### config.mk
export PLATFORM = sky130hd
export DESIGN_NAME = serial_tx
export DESIGN_NICKNAME = d
export VERILOG_FILES = /design/src/rtl/serial_tx_pkg.sv /design/src/rtl/stx_edge.sv /design/src/rtl/stx_hold.sv /design/src/rtl/stx_frame.sv /design/src/rtl/stx_shift.sv /design/src/rtl/serial_tx.sv
export SDC_FILE = /design/constraint.sdc
export NUM_CORES = 1
export LEC_CHECK = 0
export BUFFER_PORTS_ARGS = -buffer_cell sky130_fd_sc_hd__buf_2
export CAP_MARGIN = 20
export CELL_PAD_IN_SITES_DETAIL_PLACEMENT = 1
export CELL_PAD_IN_SITES_GLOBAL_PLACEMENT = 1
export CORE_MARGIN = 1
export CORE_UTILIZATION = 49
export CTS_BUF_LIST = sky130_fd_sc_hd__clkbuf_16
export CTS_CLUSTER_SIZE = 25
export DETAILED_ROUTE_END_ITERATION = 10
export GPL_ROUTABILITY_DRIVEN = 0
export PLACE_DENSITY = 0.88
export SETUP_SLACK_MARGIN = 0.02
export SLEW_MARGIN = 20
export SYNTH_ARGS = -nofsm -noshare
export SYNTH_HDL_FRONTEND = slang
export SYNTH_SLANG_ARGS = --single-unit
### constraint.sdc
create_clock -name clk -period 3.07 [get_ports clk]
set_input_delay 0.1535 -clock clk [delete_from_list [all_inputs] [get_ports clk]]
set_output_delay 0.1535 -clock clk [all_outputs]
set_load 0.05 [all_outputs]
### src/rtl/serial_tx_pkg.sv
package serial_tx_pkg;
  localparam int unsigned STX_DW = 8;
  localparam int unsigned STX_CW = 7;

  typedef enum logic [1:0] {
    TX_IDLE  = 2'd0,
    TX_BITS  = 2'd1,
    TX_XSTOP = 2'd2
  } tx_state_e;
endpackage

### src/rtl/stx_edge.sv
module stx_edge #(
  parameter logic INIT_LVL = 1'b0
) (
  input  logic clk,
  input  logic rst_n,
  input  logic txc_i,
  output logic fall_o
);
  logic prev_q;

  always_ff @(posedge clk) begin
    if (!rst_n) prev_q <= INIT_LVL;
    else        prev_q <= txc_i;
  end

  assign fall_o = prev_q & ~txc_i;
endmodule

### src/rtl/stx_hold.sv
module stx_hold #(
  parameter int unsigned DW = 8
) (
  input  logic          clk,
  input  logic          rst_n,
  input  logic          valid_i,
  input  logic [DW-1:0] data_i,
  output logic          ready_o,
  input  logic          take_i,
  output logic          full_o,
  output logic [DW-1:0] data_o
);
  logic          full_q;
  logic [DW-1:0] data_q;

  always_ff @(posedge clk) begin
    if (!rst_n) begin
      full_q <= 1'b0;
      data_q <= '0;
    end else if (valid_i && !full_q) begin
      full_q <= 1'b1;
      data_q <= data_i;
    end else if (take_i) begin
      full_q <= 1'b0;
    end
  end

  assign ready_o = ~full_q;
  assign full_o  = full_q;
  assign data_o  = data_q;
endmodule

### src/rtl/stx_frame.sv
module stx_frame #(
  parameter int unsigned DW = 8,
  parameter int unsigned FW = DW + 3,
  parameter int unsigned NW = $clog2(FW + 1),
  parameter int unsigned CW = 7
) (
  input  logic [7:0]    mode_i,
  input  logic [DW-1:0] data_i,
  output logic [FW-1:0] bits_o,
  output logic [NW-1:0] nbits_o,
  output logic [CW-1:0] div_o,
  output logic [CW-1:0] ext_o
);
  logic [NW-1:0] nchar;
  logic          par;

  always_comb begin
    nchar  = NW'(5) + NW'(mode_i[3:2]);
    par    = 1'b0;
    bits_o = '1;
    bits_o[0] = 1'b0;
    for (int i = 0; i < DW; i++) begin
      if (NW'(i) < nchar) begin
        bits_o[i+1] = data_i[i];
        par         = par ^ data_i[i];
      end
    end
    par = par ^ ~mode_i[5];
    if (mode_i[4]) begin
      for (int j = 0; j < FW; j++) begin
        if (NW'(j) == nchar + NW'(1)) bits_o[j] = par;
      end
    end
    nbits_o = nchar + NW'(2) + NW'(mode_i[4]);
  end

  always_comb begin
    case (mode_i[1:0])
      2'b10:   div_o = CW'(16);
      2'b11:   div_o = CW'(64);
      default: div_o = CW'(1);
    endcase
    case (mode_i[7:6])
      2'b10:   ext_o = (div_o == CW'(1)) ? CW'(1) : (div_o >> 1);
      2'b11:   ext_o = div_o;
      default: ext_o = '0;
    endcase
  end
endmodule

### src/rtl/stx_shift.sv
module stx_shift
  import serial_tx_pkg::*;
#(
  parameter int unsigned FW = 11,
  parameter int unsigned NW = 4,
  parameter int unsigned CW = 7
) (
  input  logic          clk,
  input  logic          rst_n,
  input  logic          tick_i,
  input  logic          have_i,
  input  logic [FW-1:0] bits_i,
  input  logic [NW-1:0] nbits_i,
  input  logic [CW-1:0] div_i,
  input  logic [CW-1:0] ext_i,
  output logic          take_o,
  output logic          line_o
);
  tx_state_e     state_q;
  logic [FW-1:0] sh_q;
  logic [NW-1:0] left_q;
  logic [CW-1:0] sub_q, div_q, ext_q;
  logic          bit_end, ext_end, finish;

  assign bit_end = (sub_q == div_q - CW'(1));
  assign ext_end = (sub_q == ext_q - CW'(1));
  assign finish  = (state_q == TX_BITS && bit_end && left_q == NW'(1) && ext_q == '0)
                || (state_q == TX_XSTOP && ext_end);
  assign take_o  = tick_i && have_i && (state_q == TX_IDLE || finish);
  assign line_o  = (state_q == TX_BITS) ? sh_q[0] : 1'b1;

  always_ff @(posedge clk) begin
    if (!rst_n) begin
      state_q <= TX_IDLE;
      sh_q    <= '1;
      left_q  <= '0;
      sub_q   <= '0;
      div_q   <= CW'(1);
      ext_q   <= '0;
    end else if (tick_i) begin
      if (take_o) begin
        state_q <= TX_BITS;
        sh_q    <= bits_i;
        left_q  <= nbits_i;
        sub_q   <= '0;
        div_q   <= div_i;
        ext_q   <= ext_i;
      end else begin
        case (state_q)
          TX_BITS: begin
            if (bit_end) begin
              sub_q <= '0;
              if (left_q == NW'(1)) begin
                state_q <= (ext_q != '0) ? TX_XSTOP : TX_IDLE;
              end else begin
                left_q <= left_q - NW'(1);
                sh_q   <= {1'b1, sh_q[FW-1:1]};
              end
            end else begin
              sub_q <= sub_q + CW'(1);
            end
          end
          TX_XSTOP: begin
            if (ext_end) state_q <= TX_IDLE;
            else         sub_q   <= sub_q + CW'(1);
          end
          default: state_q <= TX_IDLE;
        endcase
      end
    end
  end
endmodule

### src/rtl/serial_tx.sv
module serial_tx
  import serial_tx_pkg::*;
#(
  parameter int unsigned DW = STX_DW
) (
  input  logic          clk,
  input  logic          rst_n,
  input  logic          txc_i,
  input  logic [7:0]    mode_i,
  input  logic          tx_valid_i,
  input  logic [DW-1:0] tx_data_i,
  output logic          tx_ready_o,
  input  logic          brk_i,
  output logic          txd_o
);
  localparam int unsigned FW = DW + 3;
  localparam int unsigned NW = $clog2(FW + 1);
  localparam int unsigned CW = STX_CW;

  logic          fall_w, take_w, full_w, line_w;
  logic [DW-1:0] held_w;
  logic [FW-1:0] bits_w;
  logic [NW-1:0] nbits_w;
  logic [CW-1:0] div_w, ext_w;

  stx_edge #(.INIT_LVL(1'b0)) u_edge (
    .clk(clk), .rst_n(rst_n), .txc_i(txc_i), .fall_o(fall_w)
  );

  stx_hold #(.DW(DW)) u_hold (
    .clk(clk), .rst_n(rst_n), .valid_i(tx_valid_i), .data_i(tx_data_i),
    .ready_o(tx_ready_o), .take_i(take_w), .full_o(full_w), .data_o(held_w)
  );

  stx_frame #(.DW(DW), .FW(FW), .NW(NW), .CW(CW)) u_frame (
    .mode_i(mode_i), .data_i(held_w), .bits_o(bits_w), .nbits_o(nbits_w),
    .div_o(div_w), .ext_o(ext_w)
  );

  stx_shift #(.FW(FW), .NW(NW), .CW(CW)) u_shift (
    .clk(clk), .rst_n(rst_n), .tick_i(fall_w), .have_i(full_w),
    .bits_i(bits_w), .nbits_i(nbits_w), .div_i(div_w), .ext_i(ext_w),
    .take_o(take_w), .line_o(line_w)
  );

  assign txd_o = brk_i ? 1'b0 : line_w;
endmodule

==> flow_summary_export.csv, run 1 <==
group,metric,value,unit
routing,drc,0,
yosys,synth_edf_count,0,
sta,hold_violations,0,
cells_and_area,register_area,840.8,µm²
routing,firstDrtPassIters,5,
routing,highest_layer,"met4",
sta,finalWorstPathRequiredPeriod,2.541,ns
cts,cts_setup_buffers,0,
critical_path,r2r-start,"u_shift.div_q[0]$_SDFFE_PN1P_",
global_routing,grt.total_usage,26.33,%
yosys,seq_area_frac_synth,33.33,%
power,p_int,0.9308,mW
die,io_pins,23,
cts,htreeDepth,2,
power,leakagePower,1.094,nW
critical_path,r2r_cells,8,
yosys,ys_ff_latch,42,
routing,wl_met2,3086,µm
cts,path_clk_slew,0.06,ns
run,drv_cap,0,
cts,ctsLongestPathBuffers,2,
cts,cts-buffers-inserted,5,
die,initial_core_util,52.03,%
cts,clock_latency,0.29,ns
sta,fmax,393.6,MHz
cells_and_area,final_cell_mix,"dfxtp_1 (42), nand2_1 (34), buf_2 (22)",
critical_path,worst_ep_arrival_time,2.68,ns
sta,max_slew_margin,37.71,%
sta,fin_tns_setup,0,ns
placed_design,dpl_worst_slack,0.5977,ns
global_routing,grt_overflow,0,
die,core,4848,µm²
sta,fin_crit_sh,82.75,%
die,die_w,73.75,µm
power,pwr-share-comb,12.9,%
global_routing,grt_max_degree,41,
critical_path,start_kind,"flop",
routing,drtIter0Drc,97,
yosys,synthArstFlopShare,0,%
yosys,synth_flop_cell,"dfxtp_1",
cts,cts_root_buf,"clkbuf_16",
global_routing,antenna_found_initial,0,
sta,fin_hold_ws,0.1165,ns
yosys,yosysWarnings,0,
power,switching_power,0.3306,mW
routing,met1_length,2983,µm
cells_and_area,instances_no_fill,372,
sta,finalSetupViolCount,0,
sta,fin_skew,0.006710,ns
power,swShare,26.21,%
routing,wl_per_cell,16.98,µm
cells_and_area,final_common_cell,"dfxtp_1",
cts,cts_tree,"done",
power,power_frac_seq,45.6,%
die,rows,25,
die,die_area,5439,µm²
cts,clock_sinks,42,
critical_path,crit_type,"flop to flop",
placed_design,dp_cells,364,
power,ir_worst_vdd,0.0003250,V
placed_design,io_buffers,22,
cells_and_area,fill_cells,592,
hold_path,hp-start,"txc_i",
cells_and_area,num_antenna_cells,0,
sta,setup_ws,0.5295,ns
cells_and_area,areaGrowthSynthToFinish,11.71,%
die,die_y,73.75,µm
power,p_clk_share,41.5,%
global_routing,grt_pass1_vias,2211,
sta,worst_slew_pin_slew,0.9343,ns
routing,wl_met3,143,µm
sta,finalMaxSlewViolations,0,
run_status,status,"complete, no violations",
yosys,syn_nets,320,
routing,viasPerCell,5.763,
cells_and_area,drive_gt1_share,12.79,%
placed_design,dp_hpwl,4628,µm
yosys,netlist-cell-type-count,47,
routing,drt.antenna.violating_nets,0,
hold_path,hold_class,"input port to flop",
cells_and_area,multi_input_area,1562,µm²
critical_path,crit_end,"u_shift.sh_q[6]$_SDFFE_PN1P_",
routing,vias,2144,
cts,hold_buffers,0,
yosys,syn_area_per_cell,8.882,µm²
yosys,netlist_instances,284,
power,power.density,447.7,nW/µm²
cells_and_area,final_nets,340,
critical_path,worstPathMaxFanout,5,
critical_path,reg2reg_to,"u_shift.sh_q[6]$_SDFFE_PN1P_",
cts,postCtsResizedCells,0,
critical_path,r2r_slack,0.53,ns
critical_path,cp_data_required_time,3.21,ns
critical_path,crit_start,"u_shift.div_q[0]$_SDFFE_PN1P_",
sta,rsz0062_at_grt,"no",
critical_path,crit_path_end_kind,"flop",
global_routing,grt_pass1_wl,10710,µm
routing,totalWireLength,6318,µm
yosys,syn_area,2522,µm²
## per-layer routing
metal / up-vias / global-route usage, %
li1: 1050 / -
met4: 0 / 10.90
met1: 1056 / 33.03
met5: - / 0
met2: 27 / 43.53
met3: 11 / 5.761
## registers in the layout, indices dropped and copies added (netlist names)
name             count
u_edge.prev_q        1
u_hold.data_o        8
u_hold.full_o        1
u_shift.div_q        3
u_shift.ext_q        5
u_shift.left_q       4
u_shift.sh_q        11
u_shift.state_q      2
u_shift.sub_q        7
## area by class of cell
| cell class | instances | share of cell area (%) |
|---|---|---|
| Clock buffer | 5 | 4.441 |
| Clock inverter | 3 | 0.7549 |
| Inverter | 16 | 2.131 |
| Multi-Input combinational cell | 215 | 55.42 |
| Sequential cell | 42 | 29.84 |
| Tap cell | 67 | 2.975 |
| Timing Repair Buffer | 24 | 4.441 |
## per-stage QoR
step                      utilization, %  total power, mW  instance area [µm²]
final                              58.12            1.261                 2818
after global routing               58.12            1.313                 2818
after CTS                          58.12            1.268                 2818
after detailed placement           55.10           0.7480                 2671
after global placement             55.10           0.7388                 2671
after floorplan                        -           0.6971                 2522
## power by group through the flow
| stage | clock network, mW | registers (mW) | logic, mW |
|---|---|---|---|
| 6_report | 0.524 | 0.575 | 0.163 |
| 2_1_floorplan | 0 | 0.581 | 0.116 |
| 3_5_place_dp | 0 | 0.586 | 0.162 |
| 3_3_place_gp | 0 | 0.585 | 0.154 |
| 5_1_grt | 0.556 | 0.576 | 0.181 |
| 4_1_cts | 0.530 | 0.574 | 0.164 |
## worst max-delay path, stage by stage (launching register included)
cell       delay (ns)
dfxtp_1          0.39
inv_1            0.11
ha_1             0.22
or2_2            0.27
mux2i_1          0.41
nand4_4          0.22
nor2_1           0.35
nand2_1          0.23
a2bb2oi_1        0.20
## worst min path at each step
stage | slack (ns) | to | depth (start not counted)
final | 0.12 | u_edge.prev_q$_SDFF_PN0_ | 2
after global routing | 0.12 | u_edge.prev_q$_SDFF_PN0_ | 2
after CTS | 0.12 | u_edge.prev_q$_SDFF_PN0_ | 2
after detailed placement | 0.39 | u_edge.prev_q$_SDFF_PN0_ | 2
after global placement | 0.37 | u_edge.prev_q$_SDFF_PN0_ | 2
after floorplan | 0.28 | u_edge.prev_q$_SDFF_PN0_ | 1
## synthesized netlist by cell type, types with 5 or more instances
cell type	instances	area, µm²
a21boi_0	10	75.07
a21oi_1	8	40.04
a31oi_1	5	31.28
clkbuf_1	6	22.52
dfxtp_1	42	840.8
ha_1	15	187.7
inv_1	16	60.06
mux2i_1	12	120.1
nand2_1	34	127.6
nand3_1	5	25.02
nor2_1	14	52.55
nor2b_1	15	93.84
nor3_1	8	40.04
o21ai_0	8	40.04
o2bb2ai_1	5	43.79
xnor2_1	14	122.6
xor2_1	5	43.79
## cell families after synthesis
group	Yosys count	synth area share, %
AND/OR/NAND/NOR	107	23.26
multiplexers	12	4.762
adder cells (fa/ha/maj)	15	7.440
XOR/XNOR	21	8.383
buffers and inverters	27	4.762
flip-flops	42	33.33
AO/OA/AOI/OAI	60	18.06
No activity file was read; power rests on OpenSTA's default activity.
==> run 2, diff against run 1 <==
--- a/config.mk
+++ b/config.mk
@@ -5,17 +5,18 @@
 export SDC_FILE = /design/constraint.sdc
 export NUM_CORES = 1
 export LEC_CHECK = 0
+export ABC_AREA = 1
 export BUFFER_PORTS_ARGS = -buffer_cell sky130_fd_sc_hd__buf_2
 export CAP_MARGIN = 20
 export CELL_PAD_IN_SITES_DETAIL_PLACEMENT = 1
 export CELL_PAD_IN_SITES_GLOBAL_PLACEMENT = 1
 export CORE_MARGIN = 1
-export CORE_UTILIZATION = 49
+export CORE_UTILIZATION = 38
 export CTS_BUF_LIST = sky130_fd_sc_hd__clkbuf_16
 export CTS_CLUSTER_SIZE = 25
 export DETAILED_ROUTE_END_ITERATION = 10
 export GPL_ROUTABILITY_DRIVEN = 0
-export PLACE_DENSITY = 0.88
+export PLACE_DENSITY = 0.78
 export SETUP_SLACK_MARGIN = 0.02
 export SLEW_MARGIN = 20
 export SYNTH_ARGS = -nofsm -noshare
==> constraint.sdc (replaced) <==
create_clock -name clk -period 2.3 [get_ports clk]
set_input_delay 0.115 -clock clk [delete_from_list [all_inputs] [get_ports clk]]
set_output_delay 0.115 -clock clk [all_outputs]
set_load 0.05 [all_outputs]
==> flow_summary_export.csv, run 2 <==
group,metric,value,unit
run_status,status,"complete, but fails checks",
run_status,violations,"design-rule violations",
global_routing,grt_max_degree,29,
critical_path,r2r-start,"u_shift.div_q[0]$_SDFFE_PN1P_",
sta,fin_crit_sh,96.26,%
yosys,syn_area,2574,µm²
yosys,netlist_top_cells_count,"nand2_1 (98), inv_1 (55), dfxtp_1 (42)",
critical_path,worstPathMaxFanout,6,
sta,setup_ws,0.08594,ns
sta,rsz0062_at_grt,"yes",
critical_path,start_kind,"flop",
yosys,yosysWarnings,0,
die,core,6459,µm²
yosys,syn_area_per_cell,6.685,µm²
sta,fin_hold_ws,0.02688,ns
global_routing,grt_pass1_wl,12320,µm
yosys,yosysTopAreaCell,"dfxtp_1",
placed_design,dp_hpwl,5295,µm
sta,worst_slew_pin_slew,0.6102,ns
yosys,synth_top_area_share,32.67,%
global_routing,grt.total_usage,21.65,%
cts,path_clk_slew,0.07,ns
cts,htreeDepth,2,
routing,drtIter0Drc,107,
sta,hold_violations,0,
routing,drc,2,
routing,vias,2591,
global_routing,grt_pass1_vias,2626,
die,rows,29,
yosys,netlist-cell-type-count,34,
routing,drt.antenna.violating_nets,0,
yosys,seq_area_frac_synth,32.67,%
power,leakagePower,1.496,nW
yosys,ys_ff_latch,42,
cts,ctsLongestPathBuffers,2,
yosys,synth_edf_count,0,
routing,totalWireLength,7704,µm
critical_path,reg2reg_to,"u_shift.sh_q[10]$_SDFFE_PN1P_",
die,die_y,84.30,µm
sta,fin_skew,0.005558,ns
yosys,synth_area_leaders,"dfxtp_1 (33%), nand2_1 (14%), inv_1 (8.0%), ha_1 (7.3%), nand3_1 (6.0%)",
hold_path,hold_class,"input port to flop",
cells_and_area,fill_cells,837,
critical_path,crit_type,"flop to flop",
critical_path,crit_path_end_kind,"flop",
hold_path,hold_path_end,"u_edge.prev_q$_SDFF_PN0_",
critical_path,max_stage_delay,0.34,ns
cells_and_area,top_register,"u_shift.sh_q",
yosys,syn_nets,421,
critical_path,worst_ep_arrival_time,2.38,ns
cts,clock_latency,0.29,ns
global_routing,grt_overflow,0,
power,power.density,574.7,nW/µm²
cells_and_area,final_cell_mix,"nand2_1 (95), inv_1 (51), dfxtp_1 (39)",
cells_and_area,largest_register_ffs,11,
cells_and_area,areaGrowthSynthToFinish,20.95,%
cts,clock_sinks,42,
power,ir_worst_vdd,0.0003925,V
sta,finalMaxSlewViolations,0,
critical_path,crit_chain,"inv_2, ha_4, inv_2, nand2_1, nand2_1, nor2_1, nand2_1, nor2_4, nand4_4, nand3_4, nand2_8, buf_8, clkinv_8, nand2_4, o21ai_2, nand3_1",
critical_path,cpMostUsedCell,"nand2_1",
cells_and_area,drive_gt1_share,18.05,%
placed_design,io_buffers,22,
cells_and_area,final_common_cell,"nand2_1",
sta,finalWorstPathRequiredPeriod,2.214,ns
cts,cts-buffers-inserted,5,
yosys,yosysMostFrequentCell,"nand2_1",
run,drv_cap,0,
cts,cts_root_buf,"clkbuf_16",
cts,cts_tree,"done",
die,die_area,7106,µm²
placed_design,dpl_worst_slack,0.03941,ns
critical_path,cp_data_required_time,2.46,ns
sta,max_slew_margin,59.23,%
die,die_w,84.30,µm
critical_path,r2r_cells,16,
critical_path,r2r_slack,0.09,ns
cells_and_area,finish.instance_area,3113,µm²
yosys,synthArstFlopShare,0,%
yosys,synth_flop_cell,"dfxtp_1",
routing,viasPerCell,5.203,
cells_and_area,num_antenna_cells,0,
critical_path,cp_slowest_cell,"dfxtp_2",
die,initial_core_util,39.85,%
sta,fmax,451.7,MHz
die,io_pins,23,
critical_path,worst-path-buf-inv,4,
routing,wl_per_cell,15.47,µm
routing,firstDrtPassIters,7,
hold_path,hold_path_depth,3,
placed_design,placed_cell_area,2774,µm²
critical_path,crit_family,"simple AND/OR/NAND/NOR gates",
cells_and_area,final_nets,456,
sta,finalSetupViolCount,0,
global_routing,antenna_found_initial,0,
yosys,netlist_instances,385,
hold_path,hp-start,"txc_i",
[run 2: changes by cell type after synthesis, moves of 7 or more]
cell,before,now
mux2i_1,12,1
inv_1,16,55
nand2_1,34,98
o21ai_0,8,20
xnor2_1,14,4
nor2_1,14,37
nor2b_1,15,0
o22ai_1,0,7
a21boi_0,10,0
a21oi_1,8,21
nand3_1,5,31
[run 2: cell type report]
class,count,area (µm²),area share [%]
multi-input combinational,274,1545,49.64
sequential,42,844.6,27.13
clock buffer,5,125.1,4.019
timing repair buffer,35,219.0,7.034
tap,77,96.34,3.095
clock inverter,3,25.02,0.8039
timing repair inverter,1,8.758,0.2814
inverter,61,249.0,7.998
[run 2: logic make-up (layout without fill, tap and decap cells)]
logic type      count (synthesis)  after routing  synth area share (%)
flops                          42             42                 32.67
compound gates                 56             56                 11.96
buf+inv                        70            105                 11.28
simple gates                  188            189                 31.99
mux                             1              1                0.3889
xor+xnor                       13             13                 4.424
fa+ha+maj                      15             15                 7.292
[run 2: power by group]
group / switching (mW) / internal (mW)
registers: 0.0192 / 0.753
clock network: 0.320 / 0.408
logic: 0.183 / 0.105
total: 0.522 / 1.27
[run 2: through the flow]
stage                     cells  setup TNS (ns)  total power, mW  util [%]
after floorplan             385               0           0.9602         -
after global placement      482               0            1.030     42.95
after detailed placement    482               0            1.040     42.95
after CTS                   490               0            1.770     45.31
after global routing        498         -0.2751            1.876     48.20
final                       498               0            1.789     48.20
[run 2: layer usage]
layer	global-route usage (%)	vias to the layer above	wire length (µm)
met4	5.172	0	88
met5	0	-	0
li1	-	1303	-
met1	28.93	1233	3669
met2	36.89	46	3723
met3	3.048	9	223
[run 2: how the worst max path moves through the flow]
stage / to / from / cells after the start
6_report: u_shift.sh_q[10]$_SDFFE_PN1P_ / u_shift.div_q[0]$_SDFFE_PN1P_ / 16
5_1_grt: u_shift.sh_q[10]$_SDFFE_PN1P_ / u_shift.div_q[0]$_SDFFE_PN1P_ / 16
4_1_cts: u_shift.sub_q[1]$_SDFFE_PN0P_ / u_shift.div_q[0]$_SDFFE_PN1P_ / 14
3_5_place_dp: u_shift.sh_q[10]$_SDFFE_PN1P_ / u_shift.ext_q[0]$_SDFFE_PN0P_ / 14
3_3_place_gp: u_shift.sh_q[10]$_SDFFE_PN1P_ / u_shift.ext_q[0]$_SDFFE_PN0P_ / 14
2_1_floorplan: u_shift.sh_q[3]$_SDFFE_PN1P_ / u_shift.div_q[0]$_SDFFE_PN1P_ / 16
[run 2: worst min-delay path: stages]
cell	delay [ns]
buf_2	0.09
nand2_1	0.04
inv_1	0.04
[run 2: what timing repair did]
action                                  4_1_cts  5_1_grt
cloned                                        0        2
endpoints found under the setup margin        1       30
endpoints found under the hold margin         0        0
gates resized for setup                       1       32
pin swaps                                     0       11
setup buffers                                 0        6
hold buffers                                  0        0
==> run 3, diff against run 2 <==
--- a/config.mk
+++ b/config.mk
@@ -5,18 +5,17 @@
 export SDC_FILE = /design/constraint.sdc
 export NUM_CORES = 1
 export LEC_CHECK = 0
-export ABC_AREA = 1
 export BUFFER_PORTS_ARGS = -buffer_cell sky130_fd_sc_hd__buf_2
 export CAP_MARGIN = 20
 export CELL_PAD_IN_SITES_DETAIL_PLACEMENT = 1
 export CELL_PAD_IN_SITES_GLOBAL_PLACEMENT = 1
 export CORE_MARGIN = 1
-export CORE_UTILIZATION = 38
+export CORE_UTILIZATION = 41
 export CTS_BUF_LIST = sky130_fd_sc_hd__clkbuf_16
 export CTS_CLUSTER_SIZE = 25
 export DETAILED_ROUTE_END_ITERATION = 10
 export GPL_ROUTABILITY_DRIVEN = 0
-export PLACE_DENSITY = 0.78
+export PLACE_DENSITY = 0.79
 export SETUP_SLACK_MARGIN = 0.02
 export SLEW_MARGIN = 20
 export SYNTH_ARGS = -nofsm -noshare
==> flow_summary_export.csv, run 3 (synthesized netlist as in run 1, its figures left out) <==
group,metric,value,unit
critical_path,worst_ep_arrival_time,2.44,ns
power,power.density,548.8,nW/µm²
placed_design,io_buffers,22,
routing,totalWireLength,7001,µm
routing,vias,2258,
placed_design,dp_hpwl,4855,µm
sta,fin_hold_ws,0.06296,ns
routing,wl_per_cell,17.46,µm
critical_path,r2r_slack,0.05,ns
hold_path,hold_path_depth,2,
critical_path,cp_data_required_time,2.49,ns
hold_path,hp-start,"txc_i",
global_routing,grt_pass1_vias,2195,
cts,cts_root_buf,"clkbuf_16",
critical_path,crit_family,"compound AO/OA/AOI/OAI gates",
die,die_w,80.44,µm
cts,htreeDepth,2,
routing,drtIter0Drc,69,
sta,worst_slew_pin_slew,0.5795,ns
power,pwr-share-comb,13.9,%
sta,finalSetupViolCount,0,
power,ir_worst_vdd,0.0003165,V
critical_path,r2r-start,"u_shift.ext_q[3]$_SDFFE_PN0P_",
cells_and_area,instances_no_fill,401,
placed_design,dp_cells,391,
cells_and_area,num_antenna_cells,0,
cts,cts-buffers-inserted,5,
die,die_y,80.44,µm
global_routing,grt_max_degree,31,
power,power_frac_seq,45.9,%
cells_and_area,final_nets,361,
cts,hold_buffers,0,
cells_and_area,top_register,"u_shift.sh_q",
routing,drc,0,
sta,finalWorstPathRequiredPeriod,2.253,ns
run,drv_cap,0,
hold_path,hold_class,"input port to flop",
global_routing,grt_overflow,0,
cts,clock_sinks,42,
power,p_int,1.244,mW
critical_path,r2r_cells,9,
sta,hold_violations,0,
cts,path_clk_slew,0.06,ns
power,swShare,25.56,%
hold_path,hold_path_end,"u_edge.prev_q$_SDFF_PN0_",
die,die_area,6470,µm²
sta,fmax,443.8,MHz
critical_path,reg2reg_to,"u_shift.ext_q[0]$_SDFFE_PN0P_",
cells_and_area,final_common_cell,"dfxtp_1",
sta,fin_tns_setup,0,ns
global_routing,grt.total_usage,21.29,%
die,initial_core_util,42.60,%
die,rows,28,
critical_path,start_kind,"flop",
cts,ctsLongestPathBuffers,2,
critical_path,max_stage_delay,0.40,ns
routing,drt.antenna.violating_nets,0,
cells_and_area,largest_register_ffs,11,
power,switching_power,0.4272,mW
global_routing,grt_pass1_wl,10640,µm
cts,clock_latency,0.28,ns
cells_and_area,areaGrowthSynthToFinish,20.73,%
critical_path,worst-path-buf-inv,2,
global_routing,antenna_found_initial,0,
cts,cts_tree,"done",
run_status,status,"complete, no violations",
die,io_pins,23,
cells_and_area,drive_gt1_share,21.78,%
sta,max_slew_margin,61.37,%
power,leakagePower,1.229,nW
power,p_clk_share,40.2,%
sta,finalMaxSlewViolations,0,
critical_path,worstPathMaxFanout,10,
sta,fin_skew,0.006256,ns
critical_path,crit_chain,"inv_1, ha_1, xor2_1, o211ai_2, o31a_1, o22ai_4, buf_4, nand3b_1, a21boi_0",
critical_path,cp_slowest_cell,"dfxtp_1",
sta,fin_crit_sh,97.96,%
critical_path,crit_path_end_kind,"flop",
cells_and_area,final_cell_mix,"dfxtp_1 (41), nand2_1 (33), buf_4 (23)",
critical_path,crit_type,"flop to flop",
routing,viasPerCell,5.631,
routing,firstDrtPassIters,4,
die,core,5921,µm²
run 3: stage by stage:
stage               worst slack, ns  util, %  cell area [µm²]  power [mW]
floorplan                    0.2451        -             2522      0.9305
global placement            0.06441    47.70             2824      0.9966
detailed placement         -0.03471    47.70             2824       1.007
CTS                         0.06598    50.23             2974       1.677
global route               -0.09339    51.44             3045       1.738
finish                      0.04690    51.44             3045       1.671
run 3: timing repair:
action                     CTS  global route
buffers inserted             0             2
gates resized for setup      3            12
setup endpoints to repair    8            29
pin swaps                    0             1
run 3: how the worst max path moves through the flow:
stage / from / to / cells after the start
3_5_place_dp: u_shift.ext_q[0]$_SDFFE_PN0P_ / u_shift.left_q[3]$_SDFFE_PN0P_ / 8
6_report: u_shift.ext_q[3]$_SDFFE_PN0P_ / u_shift.ext_q[0]$_SDFFE_PN0P_ / 9
4_1_cts: u_shift.ext_q[0]$_SDFFE_PN0P_ / u_shift.sub_q[6]$_SDFFE_PN0P_ / 9
2_1_floorplan: u_shift.div_q[0]$_SDFFE_PN1P_ / u_shift.sh_q[7]$_SDFFE_PN1P_ / 9
3_3_place_gp: u_shift.div_q[0]$_SDFFE_PN1P_ / u_shift.left_q[3]$_SDFFE_PN0P_ / 7
5_1_grt: u_shift.ext_q[0]$_SDFFE_PN0P_ / u_shift.ext_q[0]$_SDFFE_PN0P_ / 9
run 3: final cells by class:
cell class	count	area (µm²)
Timing Repair Buffer	45	282.8
Clock buffer	5	125.1
Tap cell	75	93.84
Fill cell	692	2875
Inverter	16	60.06
Multi-Input combinational cell	215	1629
Sequential cell	42	842.1
Clock inverter	3	12.51
run 3: routing by layer:
layer  up-vias  GRT usage, %  routed length [µm]
li1       1093             -                   -
met1      1106         28.24                3212
met2        43         36.27                3455
met3        16         2.386                 166
met4         0         5.714                 167
met5         -             0                   0
run 3: power groups by stage:
stage	clock [mW]	combinational [mW]	sequential [mW]
6_report	0.671	0.233	0.767
5_1_grt	0.711	0.257	0.770
4_1_cts	0.682	0.228	0.766
3_5_place_dp	0	0.225	0.782
3_3_place_gp	0	0.216	0.781
2_1_floorplan	0	0.155	0.776
